### src/rtl/isa_steer_pkg.sv
package isa_steer_pkg;

   // Which byte lanes a decoded access uses.
   typedef enum logic [1:0] {
      PLAN_NONE = 2'd0,
      PLAN_LO   = 2'd1,
      PLAN_HI   = 2'd2,
      PLAN_PAIR = 2'd3
   } lane_plan_e;

   function automatic logic plan_single(input lane_plan_e p);
      return (p == PLAN_LO) || (p == PLAN_HI);
   endfunction

   function automatic logic plan_uses_hi(input lane_plan_e p);
      return (p == PLAN_HI) || (p == PLAN_PAIR);
   endfunction

   function automatic logic plan_uses_lo(input lane_plan_e p);
      return (p == PLAN_LO) || (p == PLAN_PAIR);
   endfunction

endpackage

### src/rtl/isa_window_match.sv
module isa_window_match #(
   parameter int ADDR_W = 10,
   parameter int BASE_W = 5
) (
   input  logic [ADDR_W-1:0] addr,
   input  logic [BASE_W-1:0] base_strap,
   input  logic              aen_n,
   output logic              hit
);
   localparam int LSB = ADDR_W - BASE_W;

   logic [BASE_W-1:0] bit_eq;

   // One comparator per strap bit: a 0 strap expects a 0 address bit.
   for (genvar i = 0; i < BASE_W; i++) begin : g_cmp
      assign bit_eq[i] = ~(addr[LSB+i] ^ base_strap[i]);
   end

   assign hit = (&bit_eq) & ~aen_n;

endmodule

### src/rtl/isa_lane_plan.sv
module isa_lane_plan
   import isa_steer_pkg::*;
#(
   parameter int REG_AW    = 5,
   parameter int PAIR_ADDR = 24
) (
   input  logic              host8,
   input  logic              bhe_n,
   input  logic [REG_AW-1:0] reg_addr,
   output lane_plan_e        plan
);
   localparam logic [REG_AW-1:0] ADDR_B = PAIR_ADDR[REG_AW-1:0];

   always_comb begin
      plan = PLAN_NONE;
      if (host8) begin
         // Narrow host: lower lane only, high enable must be released.
         if (bhe_n) plan = PLAN_LO;
      end else if (!bhe_n) begin
         if (reg_addr == ADDR_B)  plan = PLAN_PAIR;
         else if (reg_addr[0])    plan = PLAN_HI;
      end else if (!reg_addr[0]) begin
         plan = PLAN_LO;
      end
   end

endmodule

### src/rtl/isa_fifo.sv
module isa_fifo #(
   parameter int W     = 8,
   parameter int DEPTH = 4
) (
   input  logic         clk,
   input  logic         rst_n,
   input  logic         push,
   input  logic         pop,
   input  logic [W-1:0] wdata,
   output logic [W-1:0] rdata
);
   localparam int PTR_W = $clog2(DEPTH);
   localparam logic [PTR_W:0] FULL_CNT = (PTR_W + 1)'(DEPTH);

   if (DEPTH < 2) begin : g_bad_small
      $error("isa_fifo: DEPTH must be at least 2");
   end
   if ((DEPTH & (DEPTH - 1)) != 0) begin : g_bad_pow2
      $error("isa_fifo: DEPTH must be a power of two");
   end

   logic [W-1:0]     mem [DEPTH];
   logic [PTR_W-1:0] wr_ptr, rd_ptr;
   logic [PTR_W:0]   count;
   logic             empty, full, do_push, do_pop;

   assign empty   = (count == '0);
   assign full    = (count == FULL_CNT);
   assign do_push = push & ~full;
   assign do_pop  = pop & ~empty;
   assign rdata   = empty ? '0 : mem[rd_ptr];

   always_ff @(posedge clk or negedge rst_n) begin
      if (!rst_n) begin
         wr_ptr <= '0;
         rd_ptr <= '0;
         count  <= '0;
      end else begin
         if (do_push) wr_ptr <= wr_ptr + 1'b1;
         if (do_pop)  rd_ptr <= rd_ptr + 1'b1;
         case ({do_push, do_pop})
            2'b10:   count <= count + 1'b1;
            2'b01:   count <= count - 1'b1;
            default: count <= count;
         endcase
      end
   end

   always_ff @(posedge clk) begin
      if (do_push) mem[wr_ptr] <= wdata;
   end

endmodule

### src/rtl/isa_byte_space.sv
module isa_byte_space
   import isa_steer_pkg::*;
#(
   parameter int REG_AW     = 5,
   parameter int PAIR_ADDR  = 24,
   parameter int FIFO_DEPTH = 4
) (
   input  logic              clk,
   input  logic              rst_n,
   input  lane_plan_e        rd_plan,
   input  logic [REG_AW-1:0] rd_addr,
   input  logic              wr_en,
   input  lane_plan_e        wr_plan,
   input  logic [REG_AW-1:0] wr_addr,
   input  logic [15:0]       wr_data,
   input  logic              pop_en,
   input  lane_plan_e        pop_plan,
   input  logic [REG_AW-1:0] pop_addr,
   output logic [7:0]        rd_hi,
   output logic [7:0]        rd_lo
);
   localparam int REG_N = 1 << REG_AW;
   localparam logic [REG_AW-1:0] ADDR_B = PAIR_ADDR[REG_AW-1:0];
   localparam logic [REG_AW-1:0] ADDR_A = ADDR_B | REG_AW'(1);

   logic [7:0] regs [REG_N];
   logic [1:0] push, pop;
   logic [7:0] push_d [2];
   logic [7:0] head   [2];
   logic [7:0] w_single, rd_single;
   logic       wr_to_fifo;

   // Index 0 is FIFO A (upper lane of a pair), index 1 is FIFO B.
   always_comb begin
      w_single   = (wr_plan == PLAN_HI) ? wr_data[15:8] : wr_data[7:0];
      wr_to_fifo = (wr_addr == ADDR_A) || (wr_addr == ADDR_B);

      push[0]   = wr_en & ((wr_plan == PLAN_PAIR) |
                           (plan_single(wr_plan) & (wr_addr == ADDR_A)));
      push[1]   = wr_en & ((wr_plan == PLAN_PAIR) |
                           (plan_single(wr_plan) & (wr_addr == ADDR_B)));
      push_d[0] = (wr_plan == PLAN_PAIR) ? wr_data[15:8] : w_single;
      push_d[1] = (wr_plan == PLAN_PAIR) ? wr_data[7:0]  : w_single;

      pop[0] = pop_en & ((pop_plan == PLAN_PAIR) |
                         (plan_single(pop_plan) & (pop_addr == ADDR_A)));
      pop[1] = pop_en & ((pop_plan == PLAN_PAIR) |
                         (plan_single(pop_plan) & (pop_addr == ADDR_B)));
   end

   always_ff @(posedge clk or negedge rst_n) begin
      if (!rst_n) begin
         for (int i = 0; i < REG_N; i++) regs[i] <= '0;
      end else if (wr_en && plan_single(wr_plan) && !wr_to_fifo) begin
         regs[wr_addr] <= w_single;
      end
   end

   for (genvar k = 0; k < 2; k++) begin : g_fifo
      isa_fifo #(
         .W     (8),
         .DEPTH (FIFO_DEPTH)
      ) u_fifo (
         .clk   (clk),
         .rst_n (rst_n),
         .push  (push[k]),
         .pop   (pop[k]),
         .wdata (push_d[k]),
         .rdata (head[k])
      );
   end

   always_comb begin
      if (rd_addr == ADDR_A)      rd_single = head[0];
      else if (rd_addr == ADDR_B) rd_single = head[1];
      else                        rd_single = regs[rd_addr];

      unique case (rd_plan)
         PLAN_PAIR: begin rd_hi = head[0];   rd_lo = head[1];   end
         PLAN_HI:   begin rd_hi = rd_single; rd_lo = '0;        end
         PLAN_LO:   begin rd_hi = '0;        rd_lo = rd_single; end
         default:   begin rd_hi = '0;        rd_lo = '0;        end
      endcase
   end

endmodule

### src/rtl/isa_wait_gen.sv
module isa_wait_gen #(
   parameter int WAIT_CYCLES = 2
) (
   input  logic clk,
   input  logic rst_n,
   input  logic active,
   input  logic need_wait,
   output logic rdy_low
);
   if (WAIT_CYCLES == 0) begin : g_nowait
      assign rdy_low = 1'b0;
      logic unused_in;
      assign unused_in = &{clk, rst_n, active, need_wait};
   end else begin : g_wait
      localparam int CNT_W = $clog2(WAIT_CYCLES + 1);
      localparam logic [CNT_W-1:0] LIMIT = CNT_W'(WAIT_CYCLES);

      logic [CNT_W-1:0] cnt;

      // Counts strobe cycles of the current access, saturating at LIMIT.
      always_ff @(posedge clk or negedge rst_n) begin
         if (!rst_n)          cnt <= '0;
         else if (!active)    cnt <= '0;
         else if (cnt < LIMIT) cnt <= cnt + 1'b1;
      end

      assign rdy_low = active & need_wait & (cnt < LIMIT);
   end

endmodule

### src/rtl/isa_slave_steer.sv
module isa_slave_steer
   import isa_steer_pkg::*;
#(
   parameter int ADDR_W      = 10,
   parameter int BASE_W      = 5,
   parameter int REG_AW      = 5,
   parameter int PAIR_ADDR   = 24,
   parameter int FIFO_DEPTH  = 4,
   parameter int WAIT_CYCLES = 2
) (
   input  logic              clk,
   input  logic              rst_n,
   input  logic [ADDR_W-1:0] addr,
   input  logic              aen_n,
   input  logic              bhe_n,
   input  logic              ior_n,
   input  logic              iow_n,
   input  logic              host8,
   input  logic [BASE_W-1:0] base_strap,
   input  logic [15:0]       wr_data,
   output logic [15:0]       rd_data,
   output logic              lo_oe,
   output logic              hi_oe,
   output logic              cs16_low,
   output logic              rdy_low,
   output logic              chip_sel
);
   if (ADDR_W != BASE_W + REG_AW) begin : g_bad_split
      $error("isa_slave_steer: ADDR_W must equal BASE_W + REG_AW");
   end
   if ((PAIR_ADDR % 2) != 0 || PAIR_ADDR >= (1 << REG_AW)) begin : g_bad_pair
      $error("isa_slave_steer: PAIR_ADDR must be even and inside the register space");
   end

   localparam logic [REG_AW-2:0] FIFO_HI_BITS = PAIR_ADDR[REG_AW-1:1];

   logic [REG_AW-1:0] reg_addr;
   lane_plan_e        plan;
   logic              hit, legal, rd_act, need_wait, strobe_act;
   logic [7:0]        rd_hi, rd_lo;

   logic              iow_q, ior_q;
   logic              wcap_valid, rcap_valid;
   lane_plan_e        wcap_plan, rcap_plan;
   logic [REG_AW-1:0] wcap_addr, rcap_addr;
   logic [15:0]       wcap_data;
   logic              wr_commit, rd_commit;

   assign reg_addr = addr[REG_AW-1:0];

   isa_window_match #(
      .ADDR_W (ADDR_W),
      .BASE_W (BASE_W)
   ) u_match (
      .addr       (addr),
      .base_strap (base_strap),
      .aen_n      (aen_n),
      .hit        (hit)
   );

   isa_lane_plan #(
      .REG_AW    (REG_AW),
      .PAIR_ADDR (PAIR_ADDR)
   ) u_plan (
      .host8    (host8),
      .bhe_n    (bhe_n),
      .reg_addr (reg_addr),
      .plan     (plan)
   );

   assign legal    = (plan != PLAN_NONE);
   assign rd_act   = hit & legal & ~ior_n;
   assign lo_oe    = rd_act & plan_uses_lo(plan);
   assign hi_oe    = rd_act & plan_uses_hi(plan);
   assign cs16_low = hit & plan_uses_hi(plan);
   assign chip_sel = hit;
   assign rd_data  = {hi_oe ? rd_hi : 8'h00, lo_oe ? rd_lo : 8'h00};

   // Capture the cycle while each strobe is low; commit on its rising edge.
   always_ff @(posedge clk or negedge rst_n) begin
      if (!rst_n) begin
         iow_q      <= 1'b1;
         ior_q      <= 1'b1;
         wcap_valid <= 1'b0;
         rcap_valid <= 1'b0;
         wcap_plan  <= PLAN_NONE;
         rcap_plan  <= PLAN_NONE;
         wcap_addr  <= '0;
         rcap_addr  <= '0;
         wcap_data  <= '0;
      end else begin
         iow_q <= iow_n;
         ior_q <= ior_n;
         if (!iow_n) begin
            wcap_valid <= hit & legal;
            wcap_plan  <= plan;
            wcap_addr  <= reg_addr;
            wcap_data  <= wr_data;
         end else begin
            wcap_valid <= 1'b0;
         end
         if (!ior_n) begin
            rcap_valid <= hit & legal;
            rcap_plan  <= plan;
            rcap_addr  <= reg_addr;
         end else begin
            rcap_valid <= 1'b0;
         end
      end
   end

   assign wr_commit = iow_n & ~iow_q & wcap_valid;
   assign rd_commit = ior_n & ~ior_q & rcap_valid;

   isa_byte_space #(
      .REG_AW     (REG_AW),
      .PAIR_ADDR  (PAIR_ADDR),
      .FIFO_DEPTH (FIFO_DEPTH)
   ) u_space (
      .clk      (clk),
      .rst_n    (rst_n),
      .rd_plan  (plan),
      .rd_addr  (reg_addr),
      .wr_en    (wr_commit),
      .wr_plan  (wcap_plan),
      .wr_addr  (wcap_addr),
      .wr_data  (wcap_data),
      .pop_en   (rd_commit),
      .pop_plan (rcap_plan),
      .pop_addr (rcap_addr),
      .rd_hi    (rd_hi),
      .rd_lo    (rd_lo)
   );

   assign strobe_act = hit & (~ior_n | ~iow_n);
   assign need_wait  = legal & (reg_addr[REG_AW-1:1] == FIFO_HI_BITS);

   isa_wait_gen #(
      .WAIT_CYCLES (WAIT_CYCLES)
   ) u_wait (
      .clk       (clk),
      .rst_n     (rst_n),
      .active    (strobe_act),
      .need_wait (need_wait),
      .rdy_low   (rdy_low)
   );

endmodule

### config.mk
export PLATFORM = sky130hd
export DESIGN_NAME = isa_slave_steer
export DESIGN_NICKNAME = d
export VERILOG_FILES = /design/src/rtl/isa_steer_pkg.sv /design/src/rtl/isa_window_match.sv /design/src/rtl/isa_lane_plan.sv /design/src/rtl/isa_fifo.sv /design/src/rtl/isa_byte_space.sv /design/src/rtl/isa_wait_gen.sv /design/src/rtl/isa_slave_steer.sv
export SDC_FILE = /design/constraint.sdc
export NUM_CORES = 1
export LEC_CHECK = 0
export ABC_AREA = 1
export CAP_MARGIN = 20
export CELL_PAD_IN_SITES_DETAIL_PLACEMENT = 1
export CELL_PAD_IN_SITES_GLOBAL_PLACEMENT = 2
export CORE_MARGIN = 2
export CORE_UTILIZATION = 30
export DETAILED_ROUTE_END_ITERATION = 8
export PLACE_DENSITY_LB_ADDON = 0.15
export SYNTH_ARGS = -nofsm -noshare
export SYNTH_HDL_FRONTEND = slang
export SYNTH_SLANG_ARGS = --single-unit
export TNS_END_PERCENT = 20
### constraint.sdc
create_clock -name clk -period 7.83 [get_ports clk]
set_clock_uncertainty 0.1 [all_clocks]
set_input_delay 1.9575 -clock clk [delete_from_list [all_inputs] [get_ports clk]]
set_output_delay 1.9575 -clock clk [all_outputs]
set_load 0.01 [all_outputs]
## Yosys cells after proc, flatten, opt, wreduce, memory -nomap -nowiden

Memories as Yosys holds them, arrays and structs flattened.
Cells that the tools add are included.

- Flip-flop bits (word level): 306
- Bits in writable memories: 64
- Output and inout bits: 21
- Word-level logic and storage cells: 186
- Memories kept: 2

- Add/subtract/negate cells: 9
- $lt $le $gt $ge: 4
- Equal/unequal tests: 23
- Multiplexer cells: 33
- Bitwise gates (word level): 52
- Reduce and logical (&&, ||, !) cells: 15

Memory list:

| memory | depth | bits a word | rd ports | clocked after Yosys merged registers in | wr ports | line | text |
|---|---|---|---|---|---|---|---|
| u_space.g_fifo[0].u_fifo.mem | 4 | 8 | 1 | 0 | 1 | isa_fifo.sv:22 | `logic [W-1:0] mem [DEPTH];` |
| u_space.g_fifo[1].u_fifo.mem | 4 | 8 | 1 | 0 | 1 | isa_fifo.sv:22 |  |

Operators by type and width:

| kind | number |
|---|---|
| bitwise mux 256 bit | 1 |
| 2-to-1 mux 8 bit | 12 |
| binary-select mux 8 bit (select 5 bit) | 1 |
| demux 8 bit (select 5 bit) | 1 |
| case mux 8 bit (2 select lines) | 2 |
| == test 5 bit, second input constant | 6 |
| AND 1 bit | 26 |
| == test 2 bit, second input constant | 8 |
| inverter 1 bit | 14 |
| >= comparator 6 bit, second input constant | 2 |
| 2-to-1 mux 2 bit | 6 |
| inverter 5 -> 6 bit | 2 |
| case mux 3 bit (2 select lines) | 2 |
| adder 2 x 1 -> 2 bit, second input constant | 5 |
| == test 2 x 1 -> 1 bit, second input constant | 5 |
| 2-to-1 mux 1 bit | 8 |
| adder 3 x 1 -> 3 bit, second input constant | 2 |
| == test 3 bit, second input constant | 2 |
| zero test 3 bit | 2 |
| less-than comparator 6 x 1 -> 1 bit, second input constant | 1 |
| nonzero test 2 bit | 3 |
| subtractor 3 x 1 -> 3 bit, second input constant | 2 |
| logical OR 1 bit | 5 |
| bitwise OR 1 bit | 5 |
| other kinds (7) | 13 |

## Depth between registers and ports, before layout

Gate-level depths: netlist of the first run.

- Depth after elaboration: 9
- Gate-level depth with buffers: 17

## By module

A second synthesis of the first run with hierarchy kept.

- Cells, all modules: 2216
- Area, all modules: 17863.4 µm²

Modules (own cells, without submodules):

| module | instances | cells an instance | area an instance (µm²) | seq. area each (µm²) |
|---|---|---|---|---|
| isa_byte_space | 1 | 1633 | 12490.7 | 6406.1 |
| isa_fifo | 2 | 182 | 1835.5 | 1136.1 |
| isa_slave_steer | 1 | 177 | 1475.2 | 853.3 |
| isa_window_match | 1 | 22 | 95.1 | 0.0 |
| isa_wait_gen | 1 | 10 | 86.3 | 50.0 |
| isa_lane_plan | 1 | 10 | 45.0 | 0.0 |

## Worst setup path before layout of the first run

Ideal clock, no wire load.

- Path kind: input to output
- Start: input port addr[1]
- End: output port rd_data[10]
- Arrival time: 3.525 ns
- Data required time: 5.773 ns
- Slack: 2.248 ns
- Cell stages on the path: 8
- Path buffers: 1
- Cells stage by stage: clkbuf_1 -> nor2_1 -> nand4_1 -> clkinv_1 -> nor2_1 -> nor2_1 -> nand2_1 -> a21oi_1

- Word-level cells in the longest chain between the ends: 9
- Elaborated cells between the ends (all ways): 20
- Classes of those cells: 4 x eq/ne; 10 x mux; 4 x bitwise; 2 x reduce/logical

Ends and longest elaborated chain:

| item | line | text |
|---|---|---|
| from (decl) | isa_slave_steer.sv:13 | `input logic [ADDR_W-1:0] addr,` |
| branches (longest 8 deep; another with binary-select mux 8 bit (select 5 bit)) | - |  |
| 2-to-1 mux 8 bit * | isa_slave_steer.sv:77 | `assign rd_data = {hi_oe ? rd_hi : 8'h00, lo_oe ? rd_lo : 8'h00};` |
| to (decl) | isa_slave_steer.sv:21 | `output logic [15:0] rd_data,` |

Mark *: on every way between the ends. The select of a mux whose other input is x is not followed.

## Worst setup path after layout of the first run

- Start: input port addr[2]
- End: output port rd_data[4]

- Word-level cells in the longest chain between the ends: 9
- Elaborated cells between the ends (all ways): 20
- Classes of those cells: 4 x eq/ne; 10 x mux; 4 x bitwise; 2 x reduce/logical

Ends and longest elaborated chain:

| item | line |
|---|---|
| branches (longest 8 deep; another with binary-select mux 8 bit (select 5 bit)) | - |
| 2-to-1 mux 8 bit * | isa_slave_steer.sv:77 |

Marked as above.

==> key figures, run 1 <==
Cells and area
  • Final #Nets: 2307
  • Most common cell after layout, fill and taps aside: nand2_1
  • Layout Cells excl Fill: 3065
  • Fin util: 35.1%
  • Layout cells sized above 1: 6.68%
  • Layout overhead on the synthesized area: 16.1%
  • Most frequent cells in the layout: 855 x nand2_1, 304 x dfrtp_1, 269 x o21ai_0

Critical path
  • Slowest CP cell: clkdlybuf4s50_1
  • Crit path cell chain: clkdlybuf4s50_1 -> nor2_2 -> nand2_1 -> inv_1 -> nand4_1 -> clkinv_1 -> nor2_1 -> nand2_1 -> nand2_1 -> nor2_1 -> nand2_2 -> a21oi_1 -> clkdlybuf4s50_1
  • Reg-to-reg startpoint: wcap_plan[1]
  • FF-to-FF setup slack: 4.63 ns
  • CP max stage delay: 0.84 ns
  • Setup CP Type: in -> out
  • Reg2Reg Depth: 6
  • CP max FO: 17
  • Nature of the critical path endpoint: output pin
  • WP data arrival: 5.02 ns
  • Worst r2r dst: u_space.regs[17]
  • CP most frequent cell: nand2_1
  • Required time worst endpoint: 5.77 ns
  • Startpoint Class: input pin

Global route
  • First-pass GRT wire length: 94300 um
  • Largest net degree at the start of global routing: 119
  • Vias in the first global route: 14894
  • GRT Total Usage: 20.4%
  • Initial antenna violation count: 4
  • Grt total ovfl: 0

Clock network
  • Num CTS Buffers: 47
  • Root Buffer: clkbuf_16
  • Post-CTS setup buffer count: 0
  • H-tree depth: 2
  • Cts hold-fix bufs: 0
  • Skew-Pair Late Insertion Delay: 0.59 ns
  • CTS resizes: 0
  • Maximum buffer depth of the clock tree: 3
  • CTS tree: yes
  • CTS Sinks: 370
  • Clk slew on worst S/H paths: 0.05 ns

Die
  • Chip height: 248 um
  • Die Wd: 248 um
  • Core Area: 58900 um2
  • Starting Density: 30.2%
  • Placement row count: 89
  • Io pins: 59
  • Die footprint: 61400 um2

Logic synthesis
  • Synth unique cells: 37
  • Ys Warns: 0
  • Avg Synthesized Cell Area: 7.94 um2
  • Post-Syn Instances: 2245
  • Mapped Area: 17800 um2
  • Asr flop ratio synth: 82.7%
  • Post-synthesis register bit count: 370
  • Mapped Nets: 2298
  • Sequential area share after synthesis: 53.8%
  • Main synth FF type: dfrtp_1
  • Number of synthesized flops with an enable pin: 64

STA
  • Period utilization: 90.4%
  • Final Critical Period: 7.08 ns
  • Fin. Hold Viols: 0
  • RSZ-0062 raised after global routing: no
  • Maximum clock rate: 141 MHz
  • TNS Setup: 0 ns
  • Relative slew margins: 42.1%
  • Setup violators final: 0
  • Post-route setup slack: 0.752 ns
  • Hold slack: 0.274 ns
  • Slew @ Worst Pin: 0.865 ns
  • Final Max Tran Viols: 0

Placement
  • Placed cell count: 2977
  • IO Port Bufs: 58
  • RD Place Congestion: 0.794
  • Post-Place Worst Slack: 0.769 ns
  • DP HPWL: 40000 um

Worst hold path
  • Hold WC Path Type: reg -> reg
  • Hold Startpoint: u_space.regs[56]
  • Hold depth: 0
  • Hold Path End: u_space.regs[56]

Drt
  • DR iter-0 viols: 929
  • Drt wl/cell: 20.0 um
  • First-pass detailed-route iteration total: 5
  • DRC viols: 0
  • Post-DRT Antenna Nets: 0
  • Via count: 14671
  • Total Wirelength: 61300 um
  • Vias per cell: 4.79

Outcome
  • Status: finished clean

Run
  • Max-cap viol count: 0

Pwr
  • Static leakage: 9.30 nW
  • PwrDens: 221 nW/um2
  • Peak VDD IR: 180 uV
[kinds of logic (layout without fill, tap and decap cells)]
logic type | count (synthesis) | in the layout | synth area share (%)
AOI/OAI and AO/OA | 376 | 376 | 10.6
xor gates and xnor gates | 10 | 10 | 0.492
adders and majority gates | 15 | 15 | 1.14
buffers and inverters | 342 | 387 | 8.18
DFF | 370 | 370 | 53.8
other | 0 | 2 | 0
and+or+nand+nor | 1132 | 1132 | 25.8
[layer usage]
layer | global-route usage [%] | vias up | part of all wire (%)
li1 | - | 7110 | -
met1 | 28.5 | 7283 | 48
met2 | 33.3 | 212 | 46
met3 | 3.17 | 64 | 3.9
met4 | 4.95 | 2 | 2.1
met5 | 0 | - | 0.018
[through the flow]
step	area (um2)	power, mW
floorplan	17800	2.19
global placement	19100	2.41
detailed placement	19100	2.42
CTS	20700	4.64
global route	20700	4.75
finish	20700	4.57
[Yosys cell counts, types with 2 or more instances]
| cell | n | area, um2 |
|---|---|---|
| fa_1 | 2 | 40.0 |
| buf_6 | 18 | 203 |
| nand3_1 | 114 | 571 |
| nor4_2 | 4 | 50.1 |
| nand2_2 | 13 | 81.3 |
| nand2_1 | 855 | 3210 |
| clkbuf_1 | 86 | 323 |
| nor2_2 | 3 | 18.8 |
| nor2_1 | 113 | 424 |
| nor3_1 | 7 | 35.0 |
| nor4_4 | 3 | 63.8 |
| o21ai_1 | 41 | 205 |
| xor2_1 | 8 | 70.1 |
| clkinv_1 | 3 | 11.3 |
| inv_1 | 202 | 758 |
| inv_2 | 2 | 7.51 |
| buf_2 | 13 | 65.1 |
| buf_4 | 6 | 45.0 |
| edfxtp_1 | 64 | 1920 |
| dfrtp_1 | 304 | 7610 |
| o21ai_0 | 277 | 1390 |
| buf_1 | 12 | 45.0 |
| a21oi_1 | 53 | 265 |
| nor3_2 | 2 | 20.0 |
| dfstp_2 | 2 | 52.6 |
| ha_1 | 13 | 163 |
| nand4_1 | 6 | 37.5 |
| xnor2_1 | 2 | 17.5 |
| o311ai_1 | 2 | 17.5 |
| or2_2 | 8 | 50.1 |
[how the worst max path moves through the flow]
stage                       start          end  cells after the start
after global placement    addr[1]   rd_data[6]                     13
after global routing      addr[3]   rd_data[4]                     14
after floorplan           addr[1]  rd_data[10]                      8
final                     addr[2]   rd_data[4]                     13
after CTS                 addr[2]   rd_data[4]                     13
after detailed placement  addr[2]   rd_data[4]                     13
[registers in the layout (all words and copies together) (netlist names), 2 cells and up]
register,count
rcap_addr,5
rcap_plan,2
u_space.g_fifo.u_fifo.count,6
u_space.g_fifo.u_fifo.mem,64
u_space.g_fifo.u_fifo.rd_ptr,4
u_space.g_fifo.u_fifo.wr_ptr,4
u_space.regs,256
u_wait.g_wait.cnt,2
wcap_addr,5
wcap_data,16
wcap_plan,2
[final cells by class]
| class | count | area, um2 |
|---|---|---|
| antenna | 2 | 5.00 |
| clock buffer | 73 | 1410 |
| clock inverter | 12 | 144 |
| fill | 6975 | 38200 |
| inverter | 207 | 779 |
| multi-input combinational | 1533 | 6870 |
| sequential | 370 | 9580 |
| tap | 773 | 967 |
| timing repair buffer | 95 | 928 |
[critical path: cells and delay by family]
kind                   cells  cell delay [ns]
AOI/OAI and AO/OA          1             0.08
buffers and inverters      4             1.80
and+or+nand+nor            8             1.18
[report_power, final]
part | total, mW | leakage (nW) | switching (mW) | internal, mW
Combinational | 0.371 | 3.78 | 0.288 | 0.0835
Sequential | 2.00 | 4.77 | 0.0157 | 1.98
Clock | 2.20 | 0.758 | 0.868 | 1.33
No activity file was read; power rests on OpenSTA's default activity.
==> run 2: changes to the inputs <==
==> constraint.sdc (replaced) <==
create_clock -name clk -period 8.7 [get_ports clk]
set_clock_uncertainty 0.1 [all_clocks]
set_input_delay 2.175 -clock clk [delete_from_list [all_inputs] [get_ports clk]]
set_output_delay 2.175 -clock clk [all_outputs]
set_load 0.01 [all_outputs]
==> key figures, run 2 (synthesis gave the netlist of run 1 again) <==
Pwr
  • P_int: 3.02 mW
  • Sequential power share: 44.5%
  • P_sw: 1.03 mW
  • PwrDens: 197 nW/um2
  • Peak VDD IR: 120 uV
  • Clk network pwr share: 47.5%
  • Sw Share: 25.4%
  • Static leakage: 9.26 nW
  • Logic pwr share: 8.1%

STA
  • Setup violators final: 0
  • Slew @ Worst Pin: 0.991 ns
  • RSZ-0062 raised after global routing: no
  • Final Max Tran Viols: 0
  • Period utilization: 85.9%
  • Final Critical Period: 7.47 ns
  • Fin. Hold Viols: 0
  • TNS Setup: 0 ns
  • Maximum clock rate: 134 MHz
  • Relative slew margins: 32.9%

Critical path
  • CP max FO: 19
  • Setup CP Type: in -> out
  • Reg-to-reg startpoint: wcap_addr[4]
  • Reg2Reg Depth: 7
  • WP data arrival: 5.20 ns
  • FF-to-FF setup slack: 5.52 ns
  • Required time worst endpoint: 6.43 ns
  • Nature of the critical path endpoint: output pin
  • Worst r2r dst: u_space.g_fifo[0].u_fifo.mem[1][1]
  • Startpoint Class: input pin

Outcome
  • Status: finished clean

Die
  • Die Wd: 248 um
  • Io pins: 59
  • Chip height: 248 um
  • Placement row count: 89
  • Core Area: 58900 um2
  • Starting Density: 30.2%
  • Die footprint: 61400 um2

Global route
  • GRT Total Usage: 19.6%
  • Busiest grt layer: met2
  • First-pass GRT wire length: 91200 um
  • Grt total ovfl: 0
  • Grt met3 use: 2.35%
  • Met2 usage: 33.2%
  • Vias in the first global route: 14846
  • Initial antenna violation count: 0
  • Met1 usage: 26.5%
  • Largest net degree at the start of global routing: 133

Drt
  • First-pass detailed-route iteration total: 5
  • Via count: 14314
  • DRC viols: 0
  • Vias per cell: 4.68
  • Post-DRT Antenna Nets: 0
  • Drt wl/cell: 19.2 um
  • Total Wirelength: 58800 um
  • DR iter-0 viols: 816

Clock network
  • Cts hold-fix bufs: 0
  • Clk slew on worst S/H paths: 0.06 ns
  • CTS resizes: 0
  • Skew-Pair Late Insertion Delay: 0.58 ns
  • Maximum buffer depth of the clock tree: 3
  • Num CTS Buffers: 45
  • CTS Sinks: 370
  • CTS tree: yes
  • Post-CTS setup buffer count: 0
  • H-tree depth: 2
  • Root Buffer: clkbuf_16

Cells and area
  • Largest Register: u_space.regs
  • Antenna Cells: 0
  • Layout cells sized above 1: 6.52%
  • Regs by FF count: u_space.regs: 256 flops, u_space.g_fifo.u_fifo.mem: 64 flops, wcap_data: 16 flops
  • Final #Nets: 2304
  • Layout overhead on the synthesized area: 15.6%
  • Post-layout instance area: 20600 um2
  • Most frequent cells in the layout: 855 x nand2_1, 304 x dfrtp_1, 269 x o21ai_0
  • Number of flip-flops in the largest register: 256
  • Most common cell after layout, fill and taps aside: nand2_1

Worst hold path
  • Hold WC Path Type: reg -> reg
  • Hold Startpoint: u_space.regs[53]
  • Hold depth: 0
  • Hold Path End: u_space.regs[53]

Placement
  • DP HPWL: 38000 um
  • RD Place Congestion: 0.830
  • IO Port Bufs: 58
  • Placed Area: 19100 um2

Run
  • Max-cap viol count: 0
## run 2: cell types whose count changed in the layout (fill, tap and decap cells not counted), sizes merged
cell | previous run | this run
diode | 2 | 0
bufinv | 3 | 4
buf | 40 | 39
clkinv | 11 | 10
clkbuf | 73 | 70
## run 2: worst max-delay path: stages
cell and delay (ns):
clkdlybuf4s50_1 0.45, inv_2 0.36, nor2_2 0.09, nand2_1 0.11
inv_1 0.11, nand4_1 0.11, clkinv_1 0.37, nor2_1 0.37
nand2_1 0.13, nand2_1 0.11, nor2_1 0.06, nand2_2 0.18
a21oi_1 0.08, clkdlybuf4s50_1 0.49
## run 2: metal layers
layer | routed length, um | vias to the layer above
li1 | - | 7091
met1 | 28000 | 6984
met2 | 27800 | 172
met3 | 1710 | 67
met4 | 1300 | 0
met5 | 0 | -
## run 2: final cells by class
type	count	area [um2]
timing repair buffer	94	911
clock inverter	12	160
fill	7022	38300
clock buffer	70	1320
sequential	370	9580
inverter	207	779
multi-input combinational	1533	6870
tap	773	967
## run 2: worst max path at each step
stage,endpoint,from,cells after the start
2_1_floorplan,rd_data[10],addr[1],8
3_3_place_gp,rd_data[4],addr[2],14
3_5_place_dp,rd_data[1],addr[0],13
4_1_cts,rd_data[1],addr[0],13
5_1_grt,rd_data[1],addr[3],14
6_report,rd_data[1],addr[3],14
## run 2: power groups by stage
stage                     registers, mW  clock network [mW]  logic, mW
after floorplan                    1.83                   0      0.147
after global placement             1.83                   0      0.331
after detailed placement           1.83                   0      0.336
after CTS                          1.80                1.99      0.337
after global routing               1.80                2.05      0.362
final                              1.80                1.92      0.326
## run 2: per-stage QoR
step	cells	setup WS [ns]	utilization (%)	power, mW	hold WS, ns
final	3059	1.23	35.0	4.05	0.275
after global routing	3059	0.910	35.0	4.22	0.285
after CTS	3059	1.21	35.0	4.13	0.282
after detailed placement	2977	1.23	32.4	2.17	0.267
after global placement	2976	1.31	32.4	2.16	0.265
after floorplan	2245	2.68	-	1.97	0.329
==> run 3: changes to the inputs <==
--- a/config.mk
+++ b/config.mk
@@ -10,9 +10,10 @@
 export CELL_PAD_IN_SITES_DETAIL_PLACEMENT = 1
 export CELL_PAD_IN_SITES_GLOBAL_PLACEMENT = 2
 export CORE_MARGIN = 2
-export CORE_UTILIZATION = 30
+export CORE_UTILIZATION = 40
 export DETAILED_ROUTE_END_ITERATION = 8
 export PLACE_DENSITY_LB_ADDON = 0.15
+export SKIP_CTS_REPAIR_TIMING = 1
 export SYNTH_ARGS = -nofsm -noshare
 export SYNTH_HDL_FRONTEND = slang
 export SYNTH_SLANG_ARGS = --single-unit
==> key figures, run 3 (synthesis gave the netlist of run 1 again) <==
Critical path
  • Setup CP Type: in -> out
  • Required time worst endpoint: 6.43 ns
  • CP max FO: 17
  • WP data arrival: 5.56 ns
  • Startpoint Class: input pin
  • Nature of the critical path endpoint: output pin

Run
  • Max-cap viol count: 0

STA
  • Final Critical Period: 7.83 ns
  • Period utilization: 90.0%
  • Post-route setup slack: 0.868 ns
  • Fin. Hold Viols: 0
  • RSZ-0062 raised after global routing: no
  • Slew @ Worst Pin: 1.20 ns
  • TNS Setup: 0 ns
  • Maximum clock rate: 128 MHz
  • Relative slew margins: 20.1%
  • Setup violators final: 0
  • Final Max Tran Viols: 0

Die
  • Core Area: 44100 um2
  • Die footprint: 46300 um2
  • Chip height: 215 um
  • Starting Density: 40.4%
  • Die Wd: 215 um
  • Io pins: 59
  • Placement row count: 77

Pwr
  • P_int: 2.89 mW
  • PwrDens: 192 nW/um2
  • Static leakage: 9.14 nW
  • Sequential power share: 46.5%
  • Sw Share: 25.4%
  • Peak VDD IR: 126 uV
  • Logic pwr share: 8.1%
  • P_sw: 0.983 mW
  • Clk network pwr share: 45.4%

Drt
  • Total Wirelength: 55900 um
  • DR iter-0 viols: 1101
  • Vias per cell: 5.08
  • First-pass detailed-route iteration total: 5
  • Drt wl/cell: 19.5 um
  • Post-DRT Antenna Nets: 0
  • Via count: 14575
  • DRC viols: 0

Clock network
  • Num CTS Buffers: 43
  • CTS tree: yes
  • Skew-Pair Late Insertion Delay: 0.58 ns
  • H-tree depth: 2
  • Root Buffer: clkbuf_16
  • Maximum buffer depth of the clock tree: 3
  • CTS Sinks: 370
  • Clk slew on worst S/H paths: 0.06 ns

Cells and area
  • Antenna Cells: 0
  • Layout cells sized above 1: 6.02%
  • Most frequent cells in the layout: 855 x nand2_1, 304 x dfrtp_1, 269 x o21ai_0
  • Fin util: 45.6%
  • Largest Register: u_space.regs
  • Regs by FF count: u_space.regs: 256 flops, u_space.g_fifo.u_fifo.mem: 64 flops, wcap_data: 16 flops
  • Number of flip-flops in the largest register: 256
  • Layout overhead on the synthesized area: 12.9%
  • Most common cell after layout, fill and taps aside: nand2_1
  • Final #Nets: 2294

Placement
  • Post-Place Worst Slack: 0.961 ns
  • RD Place Congestion: 0.853
  • IO Port Bufs: 58
  • DP HPWL: 36600 um

Global route
  • GRT Total Usage: 24.6%
  • Largest net degree at the start of global routing: 175
  • Grt total ovfl: 0
  • Initial antenna violation count: 0
  • First-pass GRT wire length: 88300 um
  • Vias in the first global route: 15075

Outcome
  • Status: finished clean

Worst hold path
  • Hold WC Path Type: reg -> reg
run 3: critical path: stages:
cell	delay, ns
clkdlybuf4s50_1	0.73
nor2_2	0.21
buf_4	0.24
nand2_1	0.11
inv_1	0.12
nand4_1	0.12
clkinv_1	0.31
nor2_1	0.14
nand2_1	0.13
nand2_1	0.09
nor2_1	0.18
nand2_2	0.17
a21oi_1	0.22
clkdlybuf4s50_1	0.58
run 3: layer usage:
layer | share of wire [%] | global-route usage [%]
met1 | 46 | 32.8
met2 | 48 | 41.9
met3 | 3.3 | 2.93
met4 | 2.8 | 8.09
met5 | 0 | 0
run 3: worst paths after layout:
check                           slack, ns        startpoint                                 end  depth (start not counted)
min in group asynchronous            1.47             rst_n  u_space.g_fifo[0].u_fifo.wr_ptr[1]                          1
max in group asynchronous            5.50             rst_n                    u_space.regs[67]                          2
worst min register to register       0.28  u_space.regs[54]                    u_space.regs[54]                          0
worst min-delay path                 0.28  u_space.regs[54]                    u_space.regs[54]                          0
worst max-delay path                 0.87           addr[2]                          rd_data[4]                         14
worst max register to register       5.14      wcap_addr[4]  u_space.g_fifo[1].u_fifo.mem[2][7]                          7
run 3: area by class of cell:
cell class | count | area, um2
fillers | 5386 | 24000
well taps | 592 | 741
clock inverters | 9 | 85.1
repair buffers | 86 | 821
clock buffers | 70 | 1280
inverters | 207 | 778
flip-flops and latches | 370 | 9580
multi-input cells | 1533 | 6840
run 3: power groups by stage:
stage / clock network (mW) / registers [mW] / logic (mW)
after detailed placement: 0 / 1.83 / 0.319
after floorplan: 0 / 1.83 / 0.147
final: 1.76 / 1.80 / 0.314
after CTS: 1.80 / 1.80 / 0.320
after global routing: 1.87 / 1.80 / 0.344
after global placement: 0 / 1.83 / 0.315
run 3: per-stage QoR:
| stage | cells | total power [mW] | hold WS (ns) | instance area (um2) |
|---|---|---|---|---|
| final | 2867 | 3.87 | 0.276 | 20100 |
| after global routing | 2867 | 4.01 | 0.285 | 20100 |
| after CTS | 2864 | 3.92 | 0.281 | 20100 |
| after detailed placement | 2785 | 2.15 | 0.268 | 18700 |
| after global placement | 2785 | 2.15 | 0.265 | 18700 |
| after floorplan | 2245 | 1.97 | 0.329 | 17800 |
